### src/rtl/bpk_pkg.sv
package bpk_pkg;

    localparam int BUS_W  = 16;
    localparam int LANE_W = 8;
    localparam int STAT_W = 4;

    typedef enum logic [2:0] {
        ST_IDLE,
        ST_CHK,
        ST_RD1,
        ST_RD2,
        ST_WR
    } seq_state_e;

    // bit3 unsync done, bit2 read error, bit1 write error, bit0 finished
    typedef struct packed {
        logic dns;
        logic src_err;
        logic dst_err;
        logic fin;
    } stat_t;

    typedef struct packed {
        logic       load;
        logic       src_adv;
        logic       dst_adv;
        logic [1:0] cnt_dec;
    } ptr_ctl_t;

    function automatic logic [LANE_W-1:0] pick_lane(input logic [BUS_W-1:0] w,
                                                     input logic odd);
        return odd ? w[LANE_W-1:0] : w[BUS_W-1:LANE_W];
    endfunction

    function automatic logic [1:0] src_step(input logic byte_mode,
                                            input logic step2);
        if (!byte_mode) return 2'd2;
        return step2 ? 2'd2 : 2'd1;
    endfunction

endpackage

### src/rtl/bpk_ptrs.sv
module bpk_ptrs
    import bpk_pkg::*;
#(
    parameter int AW = 24,
    parameter int CW = 16
) (
    input  logic          clk,
    input  logic          rst,
    input  ptr_ctl_t      ctl,
    input  logic [1:0]    src_inc,
    input  logic [AW-1:0] src_in,
    input  logic [AW-1:0] dst_in,
    input  logic [CW-1:0] cnt_in,
    output logic [AW-1:0] src_ptr,
    output logic [AW-1:0] dst_ptr,
    output logic [CW-1:0] cnt
);

    localparam logic [AW-1:0] DST_STEP = AW'(2);

    always_ff @(posedge clk) begin
        if (rst) begin
            src_ptr <= '0;
            dst_ptr <= '0;
            cnt     <= '0;
        end else if (ctl.load) begin
            src_ptr <= src_in;
            dst_ptr <= dst_in;
            cnt     <= cnt_in;
        end else begin
            if (ctl.src_adv) src_ptr <= src_ptr + AW'(src_inc);
            if (ctl.dst_adv) dst_ptr <= dst_ptr + DST_STEP;
            cnt <= cnt - CW'(ctl.cnt_dec);
        end
    end

    // the count only moves down between loads
    assert_cnt_down_R5: assert property (@(posedge clk) disable iff (rst)
        !ctl.load |=> (cnt <= $past(cnt)));

endmodule

### src/rtl/bpk_pack.sv
module bpk_pack
    import bpk_pkg::*;
(
    input  logic             clk,
    input  logic             rst,
    input  logic             cap_hi,
    input  logic             cap_lo,
    input  logic             cap_word,
    input  logic             odd,
    input  logic [BUS_W-1:0] rdata,
    output logic [BUS_W-1:0] pk_word
);

    logic [LANE_W-1:0] lane;
    assign lane = pick_lane(rdata, odd);

    always_ff @(posedge clk) begin
        if (rst) begin
            pk_word <= '0;
        end else if (cap_word) begin
            pk_word <= rdata;
        end else begin
            if (cap_hi) pk_word[BUS_W-1:LANE_W] <= lane;
            if (cap_lo) pk_word[LANE_W-1:0]     <= lane;
        end
    end

    // the first byte of a pair lands in the upper half
    assert_hi_lane_R3: assert property (@(posedge clk) disable iff (rst)
        (cap_hi && !cap_word) |=> (pk_word[BUS_W-1:LANE_W] == $past(odd ? rdata[LANE_W-1:0] : rdata[BUS_W-1:LANE_W])));

endmodule

### src/rtl/bpk_status.sv
module bpk_status
    import bpk_pkg::*;
(
    input  logic  clk,
    input  logic  rst,
    input  stat_t set,
    input  logic  clr_wr,
    input  stat_t clr_mask,
    input  logic  chan_rst,
    output stat_t stat
);

    always_ff @(posedge clk) begin
        if (rst || chan_rst) begin
            stat <= '0;
        end else begin
            stat <= (stat & ~(clr_wr ? clr_mask : stat_t'('0))) | set;
        end
    end

    // a masked clear removes the bit unless a new event sets it
    assert_w1c_fin_R11: assert property (@(posedge clk) disable iff (rst)
        (clr_wr && clr_mask.fin && !set.fin) |=> !stat.fin);
    assert_w1c_src_R11: assert property (@(posedge clk) disable iff (rst)
        (clr_wr && clr_mask.src_err && !set.src_err) |=> !stat.src_err);

    // channel reset wipes every status bit
    assert_chan_rst_R12: assert property (@(posedge clk) disable iff (rst)
        chan_rst |=> (stat == '0));

endmodule

### src/rtl/bpk_seq.sv
module bpk_seq
    import bpk_pkg::*;
#(
    parameter int CW = 16
) (
    input  logic          clk,
    input  logic          rst,
    input  logic          start,
    input  logic          chan_rst,
    input  logic          cfg_byte_mode,
    input  logic          cfg_src_step2,
    input  logic [CW-1:0] cnt,
    input  logic          ack,
    input  logic          berr,
    input  logic          done_in,
    output seq_state_e    st,
    output ptr_ctl_t      ctl,
    output logic [1:0]    src_inc,
    output logic          cap_hi,
    output logic          cap_lo,
    output logic          cap_word,
    output stat_t         ev,
    output logic          req,
    output logic          we,
    output logic          done_drv
);

    seq_state_e nxt;
    logic       byte_r;
    logic       step2_r;
    logic       ext_r;
    logic       fin_cnt;
    logic       chk_empty;

    assign chk_empty = byte_r ? (cnt == '0) : (cnt < CW'(2));
    assign src_inc   = src_step(byte_r, step2_r);
    assign req       = (st == ST_RD1) || (st == ST_RD2) || (st == ST_WR);
    assign we        = (st == ST_WR);

    always_comb begin
        nxt      = st;
        ctl      = '0;
        cap_hi   = 1'b0;
        cap_lo   = 1'b0;
        cap_word = 1'b0;
        ev       = '0;
        fin_cnt  = 1'b0;
        unique case (st)
            ST_IDLE: begin
                if (start) begin
                    ctl.load = 1'b1;
                    nxt      = ST_CHK;
                end
            end
            ST_CHK: begin
                if (chk_empty) begin
                    ev.fin  = 1'b1;
                    fin_cnt = 1'b1;
                    nxt     = ST_IDLE;
                end else begin
                    nxt = ST_RD1;
                end
            end
            ST_RD1: begin
                if (berr) begin
                    ev.src_err = 1'b1;
                    nxt        = ST_IDLE;
                end else if (ack) begin
                    ctl.src_adv = 1'b1;
                    if (byte_r) begin
                        cap_hi      = 1'b1;
                        ctl.cnt_dec = 2'd1;
                        if (done_in) begin
                            ev.dns = 1'b1;
                            nxt    = ST_IDLE;
                        end else if (cnt == CW'(1)) begin
                            ev.fin  = 1'b1;
                            fin_cnt = 1'b1;
                            nxt     = ST_IDLE;
                        end else begin
                            nxt = ST_RD2;
                        end
                    end else begin
                        cap_word    = 1'b1;
                        ctl.cnt_dec = 2'd2;
                        nxt         = ST_WR;
                    end
                end
            end
            ST_RD2: begin
                if (berr) begin
                    ev.src_err = 1'b1;
                    nxt        = ST_IDLE;
                end else if (ack) begin
                    ctl.src_adv = 1'b1;
                    cap_lo      = 1'b1;
                    ctl.cnt_dec = 2'd1;
                    nxt         = ST_WR;
                end
            end
            ST_WR: begin
                if (berr) begin
                    ev.dst_err = 1'b1;
                    nxt        = ST_IDLE;
                end else if (ack) begin
                    ctl.dst_adv = 1'b1;
                    if (ext_r || done_in) begin
                        ev.fin = 1'b1;
                        nxt    = ST_IDLE;
                    end else if (cnt == '0) begin
                        ev.fin  = 1'b1;
                        fin_cnt = 1'b1;
                        nxt     = ST_IDLE;
                    end else begin
                        nxt = ST_CHK;
                    end
                end
            end
            default: nxt = ST_IDLE;
        endcase
    end

    always_ff @(posedge clk) begin
        if (rst || chan_rst) begin
            st       <= ST_IDLE;
            byte_r   <= 1'b0;
            step2_r  <= 1'b0;
            ext_r    <= 1'b0;
            done_drv <= 1'b0;
        end else begin
            st       <= nxt;
            done_drv <= fin_cnt;
            if (ctl.load) begin
                byte_r  <= cfg_byte_mode;
                step2_r <= cfg_src_step2;
                ext_r   <= 1'b0;
            end else if (ack && !berr && ((st == ST_RD2) || (st == ST_RD1 && !byte_r))) begin
                ext_r <= ext_r | done_in;
            end
        end
    end

    // a read error ends the transfer before another request
    assert_rd_err_stop_R9: assert property (@(posedge clk) disable iff (rst)
        (req && !we && berr) |=> (st == ST_IDLE));

    // a write error ends the transfer
    assert_wr_err_stop_R10: assert property (@(posedge clk) disable iff (rst)
        (req && we && berr) |=> (st == ST_IDLE));

    // done on the first byte of a pair stops without a write
    assert_dns_stop_R8: assert property (@(posedge clk) disable iff (rst)
        (st == ST_RD1 && byte_r && ack && !berr && done_in) |=> !req);

endmodule

### src/rtl/bpk_dma_channel.sv
module bpk_dma_channel
    import bpk_pkg::*;
#(
    parameter int AW = 24,
    parameter int CW = 16
) (
    input  logic              clk,
    input  logic              rst,
    input  logic              start,
    input  logic              chan_rst,
    input  logic              cfg_byte_mode,
    input  logic              cfg_src_step2,
    input  logic [AW-1:0]     cfg_src,
    input  logic [AW-1:0]     cfg_dst,
    input  logic [CW-1:0]     cfg_count,
    input  logic              clr_wr,
    input  logic [STAT_W-1:0] clr_mask,
    output logic [7:0]        status,
    output logic              busy,
    output logic              bus_req,
    output logic              bus_we,
    output logic [AW-1:0]     bus_addr,
    output logic [BUS_W-1:0]  bus_wdata,
    input  logic [BUS_W-1:0]  bus_rdata,
    input  logic              bus_ack,
    input  logic              bus_berr,
    input  logic              done_in,
    output logic              done_drv
);

    seq_state_e    st;
    ptr_ctl_t      ctl;
    logic [1:0]    src_inc;
    logic          cap_hi;
    logic          cap_lo;
    logic          cap_word;
    stat_t         ev;
    stat_t         stat;
    logic [AW-1:0] src_ptr;
    logic [AW-1:0] dst_ptr;
    logic [CW-1:0] cnt;

    bpk_seq #(.CW(CW)) u_seq (
        .clk           (clk),
        .rst           (rst),
        .start         (start),
        .chan_rst      (chan_rst),
        .cfg_byte_mode (cfg_byte_mode),
        .cfg_src_step2 (cfg_src_step2),
        .cnt           (cnt),
        .ack           (bus_ack),
        .berr          (bus_berr),
        .done_in       (done_in),
        .st            (st),
        .ctl           (ctl),
        .src_inc       (src_inc),
        .cap_hi        (cap_hi),
        .cap_lo        (cap_lo),
        .cap_word      (cap_word),
        .ev            (ev),
        .req           (bus_req),
        .we            (bus_we),
        .done_drv      (done_drv)
    );

    bpk_ptrs #(.AW(AW), .CW(CW)) u_ptrs (
        .clk     (clk),
        .rst     (rst),
        .ctl     (ctl),
        .src_inc (src_inc),
        .src_in  (cfg_src),
        .dst_in  (cfg_dst),
        .cnt_in  (cfg_count),
        .src_ptr (src_ptr),
        .dst_ptr (dst_ptr),
        .cnt     (cnt)
    );

    bpk_pack u_pack (
        .clk      (clk),
        .rst      (rst),
        .cap_hi   (cap_hi),
        .cap_lo   (cap_lo),
        .cap_word (cap_word),
        .odd      (src_ptr[0]),
        .rdata    (bus_rdata),
        .pk_word  (bus_wdata)
    );

    bpk_status u_status (
        .clk      (clk),
        .rst      (rst),
        .set      (ev),
        .clr_wr   (clr_wr),
        .clr_mask (stat_t'(clr_mask)),
        .chan_rst (chan_rst),
        .stat     (stat)
    );

    assign busy     = (st != ST_IDLE);
    assign bus_addr = bus_we ? dst_ptr : src_ptr;
    assign status   = {4'b0000, stat};

    // a pending cycle holds its request and address
    assert_hold_req_R13: assert property (@(posedge clk) disable iff (rst)
        (bus_req && !bus_ack && !bus_berr && !chan_rst) |=>
            (bus_req && $stable(bus_addr) && $stable(bus_we) && $stable(bus_wdata)));

    // destination advances by two after each completed write
    assert_dst_step_R4: assert property (@(posedge clk) disable iff (rst)
        (bus_req && bus_we && bus_ack && !bus_berr) |=> (dst_ptr == $past(dst_ptr) + AW'(2)));

    // the count-expiry pulse only appears with the channel stopped
    assert_pulse_idle_R5: assert property (@(posedge clk) disable iff (rst)
        done_drv |-> !busy);

    // pulse lasts a single cycle
    assert_pulse_one_R5: assert property (@(posedge clk) disable iff (rst)
        done_drv |=> !done_drv);

endmodule

### config.mk
export PLATFORM = sky130hd
export DESIGN_NAME = bpk_dma_channel
export DESIGN_NICKNAME = d
export VERILOG_FILES = /design/src/rtl/bpk_pkg.sv /design/src/rtl/bpk_ptrs.sv /design/src/rtl/bpk_pack.sv /design/src/rtl/bpk_status.sv /design/src/rtl/bpk_seq.sv /design/src/rtl/bpk_dma_channel.sv
export SDC_FILE = /design/constraint.sdc
export NUM_CORES = 1
export LEC_CHECK = 0
export ABC_CLOCK_PERIOD_IN_PS = 9800
export BUFFER_PORTS_ARGS = -buffer_cell sky130_fd_sc_hd__buf_4
export CAP_MARGIN = 20
export CORE_UTILIZATION = 57
export DETAILED_ROUTE_END_ITERATION = 8
export PLACE_DENSITY = 0.95
export SYNTH_ARGS = -nofsm -noshare
export SYNTH_HDL_FRONTEND = slang
export SYNTH_SLANG_ARGS = --single-unit
### constraint.sdc
create_clock -name clk -period 9.8 [get_ports clk]
set_input_delay 0.49 -clock clk [delete_from_list [all_inputs] [get_ports clk]]
set_output_delay 0.49 -clock clk [all_outputs]
set_load 0.02 [all_outputs]
[After elaboration in Yosys (flattened, before gate mapping)]
Cells that the tools add are included.
Word-level totals
  register bits after elaboration: 91
Operators by class
  add/sub/neg operators: 3
  order comparisons: 1
  equal/unequal tests: 9
  muxes and demuxes: 72
  bitwise operators: 4
  reduce and logical (&&, ||, !) cells: 20
Operator list (count)
  24-bit 2-to-1 mux: 5
  1-bit 2-to-1 mux: 40
  16-bit 2-to-1 mux: 2
  3-bit 2-to-1 mux: 9
  24-bit by 2-bit adder with 24-bit output: 1
  24-bit by 2-bit adder with 24-bit output, second input constant: 1
  8-bit 2-to-1 mux: 3
  16-bit by 1-bit == test with 1-bit output, second input constant: 1
  16-bit zero test: 1
  16-bit by 2-bit less-than comparator with 1-bit output, second input constant: 1
  2-bit 2-to-1 mux: 8
  16-bit by 2-bit subtractor with 16-bit output: 1
  3-bit one-hot mux with 5 select lines: 1
  2-bit nonzero test: 4
  3-bit by 2-bit == test with 1-bit output, second input constant: 2
  3-bit != test, second input constant: 2
  1-bit one-hot mux with 3 select lines: 2
  1-bit logical OR: 5
  4-bit bitwise AND: 1
  4-bit 2-to-1 mux: 1
  4-bit inverter: 1
  4-bit bitwise OR: 1
  2-bit one-hot mux with 2 select lines: 1
  4-bit AND reduction: 1
  10 further kinds: 14

[Logic depth before layout (Yosys ltp)]
  depth in word-level cells: 8
  gate-level depth with buffers: 13
  gate-level depth less buffers: 9

[Hierarchy]
Synthesis repeated with hierarchy kept, for this count alone.
Second synthesis, totals
  cell total of the unflattened synthesis: 683
  area total of the unflattened synthesis: 5685.5 µm²
By module, submodules not included
  bpk_ptrs: instances 1, cells each 477, area an instance 3749.8 µm², seq. area each 1281.2 µm²
  bpk_pack: instances 1, cells each 76, area an instance 734.5 µm², seq. area each 320.3 µm²
  bpk_seq: instances 1, cells each 84, area an instance 618.1 µm², seq. area each 140.1 µm²
  bpk_dma_channel: instances 1, cells each 33, area an instance 436.7 µm², seq. area each 0.0 µm²
  bpk_status: instances 1, cells each 13, area an instance 146.4 µm², seq. area each 80.1 µm²

[Worst setup path before layout]
Ideal clock, no wire load.
  path kind: input to register
  start: input bus_berr
  end: register u_ptrs.cnt[12]
  data arrival time: 3.512 ns
  data required time: 9.709 ns
  setup slack: 6.197 ns
  stages on the path: 12
  path buffers: 5
  path through: clkbuf_1 > nor2b_1 > clkbuf_1 > and3_1 > clkbuf_1 > clkbuf_1 > nand2_1 > fa_1 > or4_1 > clkbuf_1 > or4_1 > a311oi_1
On the way
  longest elaborated chain between the ends: 4
Ends and longest elaborated chain
  start: declaration: RTL line bpk_dma_channel.sv:26  | input logic bus_berr,
  2-bit 2-to-1 mux (on tied branches): RTL line bpk_seq.sv:91, bpk_seq.sv:65
  2-bit one-hot mux with 2 select lines (*): RTL line bpk_seq.sv:48  | unique case (st)
  16-bit by 2-bit subtractor with 16-bit output (*): RTL line bpk_ptrs.sv:33  | cnt <= cnt - CW'(ctl.cnt_dec);
  16-bit 2-to-1 mux (*): RTL line bpk_ptrs.sv:26  | end else if (ctl.load) begin
  end signal: assignment: RTL line bpk_ptrs.sv:29  | cnt <= cnt_in;
  end signal: assignment: RTL line bpk_ptrs.sv:33
  end: declaration: RTL line bpk_ptrs.sv:16  | output logic [CW-1:0] cnt
Every way passes the cells marked *; elsewhere a longest branch is shown, timed or not.
A chain may end at the register's enable or synchronous reset.

[Worst setup path after layout]
  start: register u_seq.st[1]
  end: register u_ptrs.cnt[12]
On the way
  longest elaborated chain between the ends: 4
Ends and longest elaborated chain
  start: declaration: RTL line bpk_seq.sv:16  | output seq_state_e st,
  start signal: assignment: RTL line bpk_seq.sv:131  | st <= nxt;
  3-bit by 2-bit == test with 1-bit output: RTL line bpk_seq.sv:48
  2-bit one-hot mux with 2 select lines: RTL line bpk_seq.sv:48
  16-bit by 2-bit subtractor with 16-bit output: RTL line bpk_ptrs.sv:33
  16-bit 2-to-1 mux (*): RTL line bpk_ptrs.sv:26
Marks and branches as above.

==> flow_summary.yaml <==
floorplanning:
  pin_count: 146
  initial_core_util: 0.600
  coreArea_um2: 8850
  dieWidth_um: 98.5
  std_cell_rows: 34
  fp.dieH_um: 98.5
  die_area_um2: 9700
layout:
  area_delta_synth_final_pct: 22.9
  fin_util: 0.737
  fillCellCount: 697
  nets: 900
  drive_above_1_share: 0.215
  antennaDiodeCount: 0
sta:
  finalMaxSlewViolations: 0
  min_period_ps: 3740
  worstMarginPinSlew_ps: 1090
  hold_viol_final: 0
  slew_headroom: 0.274
  setup_tns_ps: 0
  fin_skew_ps: 10.0
  period_share: 0.382
  finalSetupViolCount: 0
  max_freq_ghz: 0.267
  rsz0062_at_grt: "false"
outcome:
  status: "finished, violations left"
  violations: "DRC"
grt:
  grt_pass1_wl_mm: 25.3
  grt_max_degree: 111
  grt_overflow: 0
  grt_pass1_vias: 5327
  antenna_found_initial: 0
  grt_use_total: 0.320
synthesis:
  synth-simple-area-share: 0.329
  synth-compound-area-share: 0.215
  synth_cell_types: 63
  async_flop_share: 0
  syn_avg_cell_area_um2: 7.64
  ys_seq_area_frac: 0.343
  synthFlopType: "dfxtp_1"
  synth_seq_cells: 91
  synth_top_family_by_area: "simple AND/OR/NAND/NOR gates"
  synthAdderAreaFrac: 0.0193
  yosys_warnings: 0
  syn_inst: 694
  synth_xor_xnor_area_share: 0.0264
  synth.area.mux_share: 0.0151
  synth_edf_count: 0
  syn_area_um2: 5310
critical_path:
  crit_type: "reg2reg"
  path_max_fanout: 15
  ff2ff_path_depth: 8
  cp-end-kind: "flip-flop"
  arrival_ps: 4010
  critPathRequiredTime_ps: 10070
  cp-start-kind: "flip-flop"
routing:
  dr_wl_met3_mm: 1.28
  drt-vias-per-instance: 6.40
  firstDrtPassIters: 7
  antenna_left: 0
  wl_mm: 15.8
  vias: 5838
  wl_met2_mm: 7.45
  avgRoutedWirePerCell_um: 17.3
  drc: 8
  wl_met1_mm: 6.74
  highest_layer: "met4"
  drt_iter0_drc: 543
flow_run:
  maxCapViolations: 0
placed_design:
  hpwl_mm: 11.0
  routabilityCongestion: 0.929
  portBuffers: 141
pwr:
  p_total_uw: 854
  powerDensity_nw_per_um2: 131
  p_leak_nw: 2.57
  peakVddDrop_uv: 87.0
hold_path:
  hold_depth: 3
  hp-class: "in2reg"
clock_network:
  cts_buffer_depth: 2
  clk_pin_slew_ps: 100
  cts_resized: 0
  insertion_delay_ps: 370
  cts_hold_buf: 0
  cts_setup_buffers: 0
  cts_max_level: 3
  cts-root-buf: "clkbuf_8"
  cts.sinks: 91
  numCtsBuffers: 9
  cts_tree: "yes"
## cells in the final DEF (no fill, tap or decap), drive strengths merged, types with 9 or more instances in the layout
cell type / n
o31ai: 18
nand3: 26
a311oi: 34
nand4: 10
a211oi: 31
o21ai: 15
nor4: 15
xnor2: 9
a21oi: 16
nor2: 79
or3: 12
inv: 17
or4: 25
dfxtp: 91
nand2: 120
nor3: 17
and3: 10
clkbuf: 9
buf: 144
## logic make-up after synthesis
| family | after synthesis |
|---|---|
| other | 1 |
| buffers and inverters | 67 |
| muxes | 8 |
| and+or+nand+nor | 351 |
| AOI/OAI and AO/OA | 153 |
| adders and majority gates | 7 |
| DFF | 91 |
| xor gates and xnor gates | 16 |
## where the power goes
part | internal, mW | total [mW] | switching, mW
Sequential | 0.393 | 0.425 | 0.0325
Clock | 0.120 | 0.266 | 0.146
Combinational | 0.0747 | 0.162 | 0.0876
Total | 0.587 | 0.854 | 0.266
## synthesized netlist by cell type, types with 5 or more instances
| library cell | instances | area (um2) |
|---|---|---|
| nor4_1 | 15 | 93.8 |
| a311oi_1 | 34 | 298 |
| or3_1 | 11 | 68.8 |
| o31ai_1 | 18 | 135 |
| a31oi_1 | 7 | 43.8 |
| nand4_1 | 10 | 62.6 |
| inv_1 | 13 | 48.8 |
| dfxtp_1 | 91 | 1820 |
| nor2_1 | 79 | 297 |
| nand2_1 | 120 | 450 |
| nand3_1 | 26 | 130 |
| clkbuf_1 | 44 | 165 |
| and3_1 | 10 | 62.6 |
| nor3_1 | 17 | 85.1 |
| and4_1 | 8 | 70.1 |
| ha_1 | 5 | 62.6 |
| o21ai_0 | 15 | 75.1 |
| mux2i_1 | 8 | 80.1 |
| xor2_1 | 7 | 61.3 |
| xnor2_1 | 9 | 78.8 |
| a21oi_1 | 16 | 80.1 |
| a211oi_1 | 31 | 233 |
| or4_1 | 24 | 180 |
## layer usage
metal	vias up	track usage
met5	-	0
met4	0	0.115
met3	32	0.0504
met2	321	0.520
met1	2697	0.434
li1	2788	-
## through the flow
step                setup slack [ps]  area (um2)  cells  hold WS [ps]
floorplan                       6200        5320    697           431
global placement                6190        6320    895           441
detailed placement              5920        6320    896           453
CTS                             6110        6520    912           353
global route                    5860        6520    912           366
finish                          6060        6520    912           359
## flip-flops by register name (all words and copies together), names as in the netlist
signal	flops
u_pack.pk_word	16
u_ptrs.cnt	16
u_ptrs.dst_ptr	24
u_ptrs.src_ptr	24
u_seq.byte_r	1
u_seq.done_drv	1
u_seq.ext_r	1
u_seq.st	3
u_seq.step2_r	1
u_status.stat	4
## path summary, 6_finish.rpt
| check | endpoint | from | slack (ps) |
|---|---|---|---|
| setup reg to reg | u_ptrs.cnt[12]$_SDFF_PP0_ | u_seq.st[1]$_SDFFE_PP0P_ | 6060 |
| hold / removal | u_ptrs.dst_ptr[0]$_SDFFE_PP0P_ | cfg_dst[0] | 360 |
| hold reg to reg | u_ptrs.dst_ptr[0]$_SDFFE_PP0P_ | u_ptrs.dst_ptr[0]$_SDFFE_PP0P_ | 470 |
| setup / recovery | u_ptrs.cnt[12]$_SDFF_PP0_ | u_seq.st[1]$_SDFFE_PP0P_ | 6060 |
## critical path, stage by stage (launching register included)
cell and delay, ps:
dfxtp_1 640, nand4bb_1 580, a21oi_1 330, ha_1 200, inv_1 60, fa_1 420, or4_1 580, or4_1 530
a311oi_1 300
## cell type report
cell class / instances / area [um2] / area share
well taps: 108 / 135 / 0.0207
clock inverters: 7 / 73.8 / 0.0113
multi-input cells: 539 / 3230 / 0.496
clock buffers: 9 / 124 / 0.0190
inverters: 14 / 52.6 / 0.00806
repair buffers: 144 / 1080 / 0.166
flip-flops and latches: 91 / 1820 / 0.279
(Power assumes the default switching activity.)
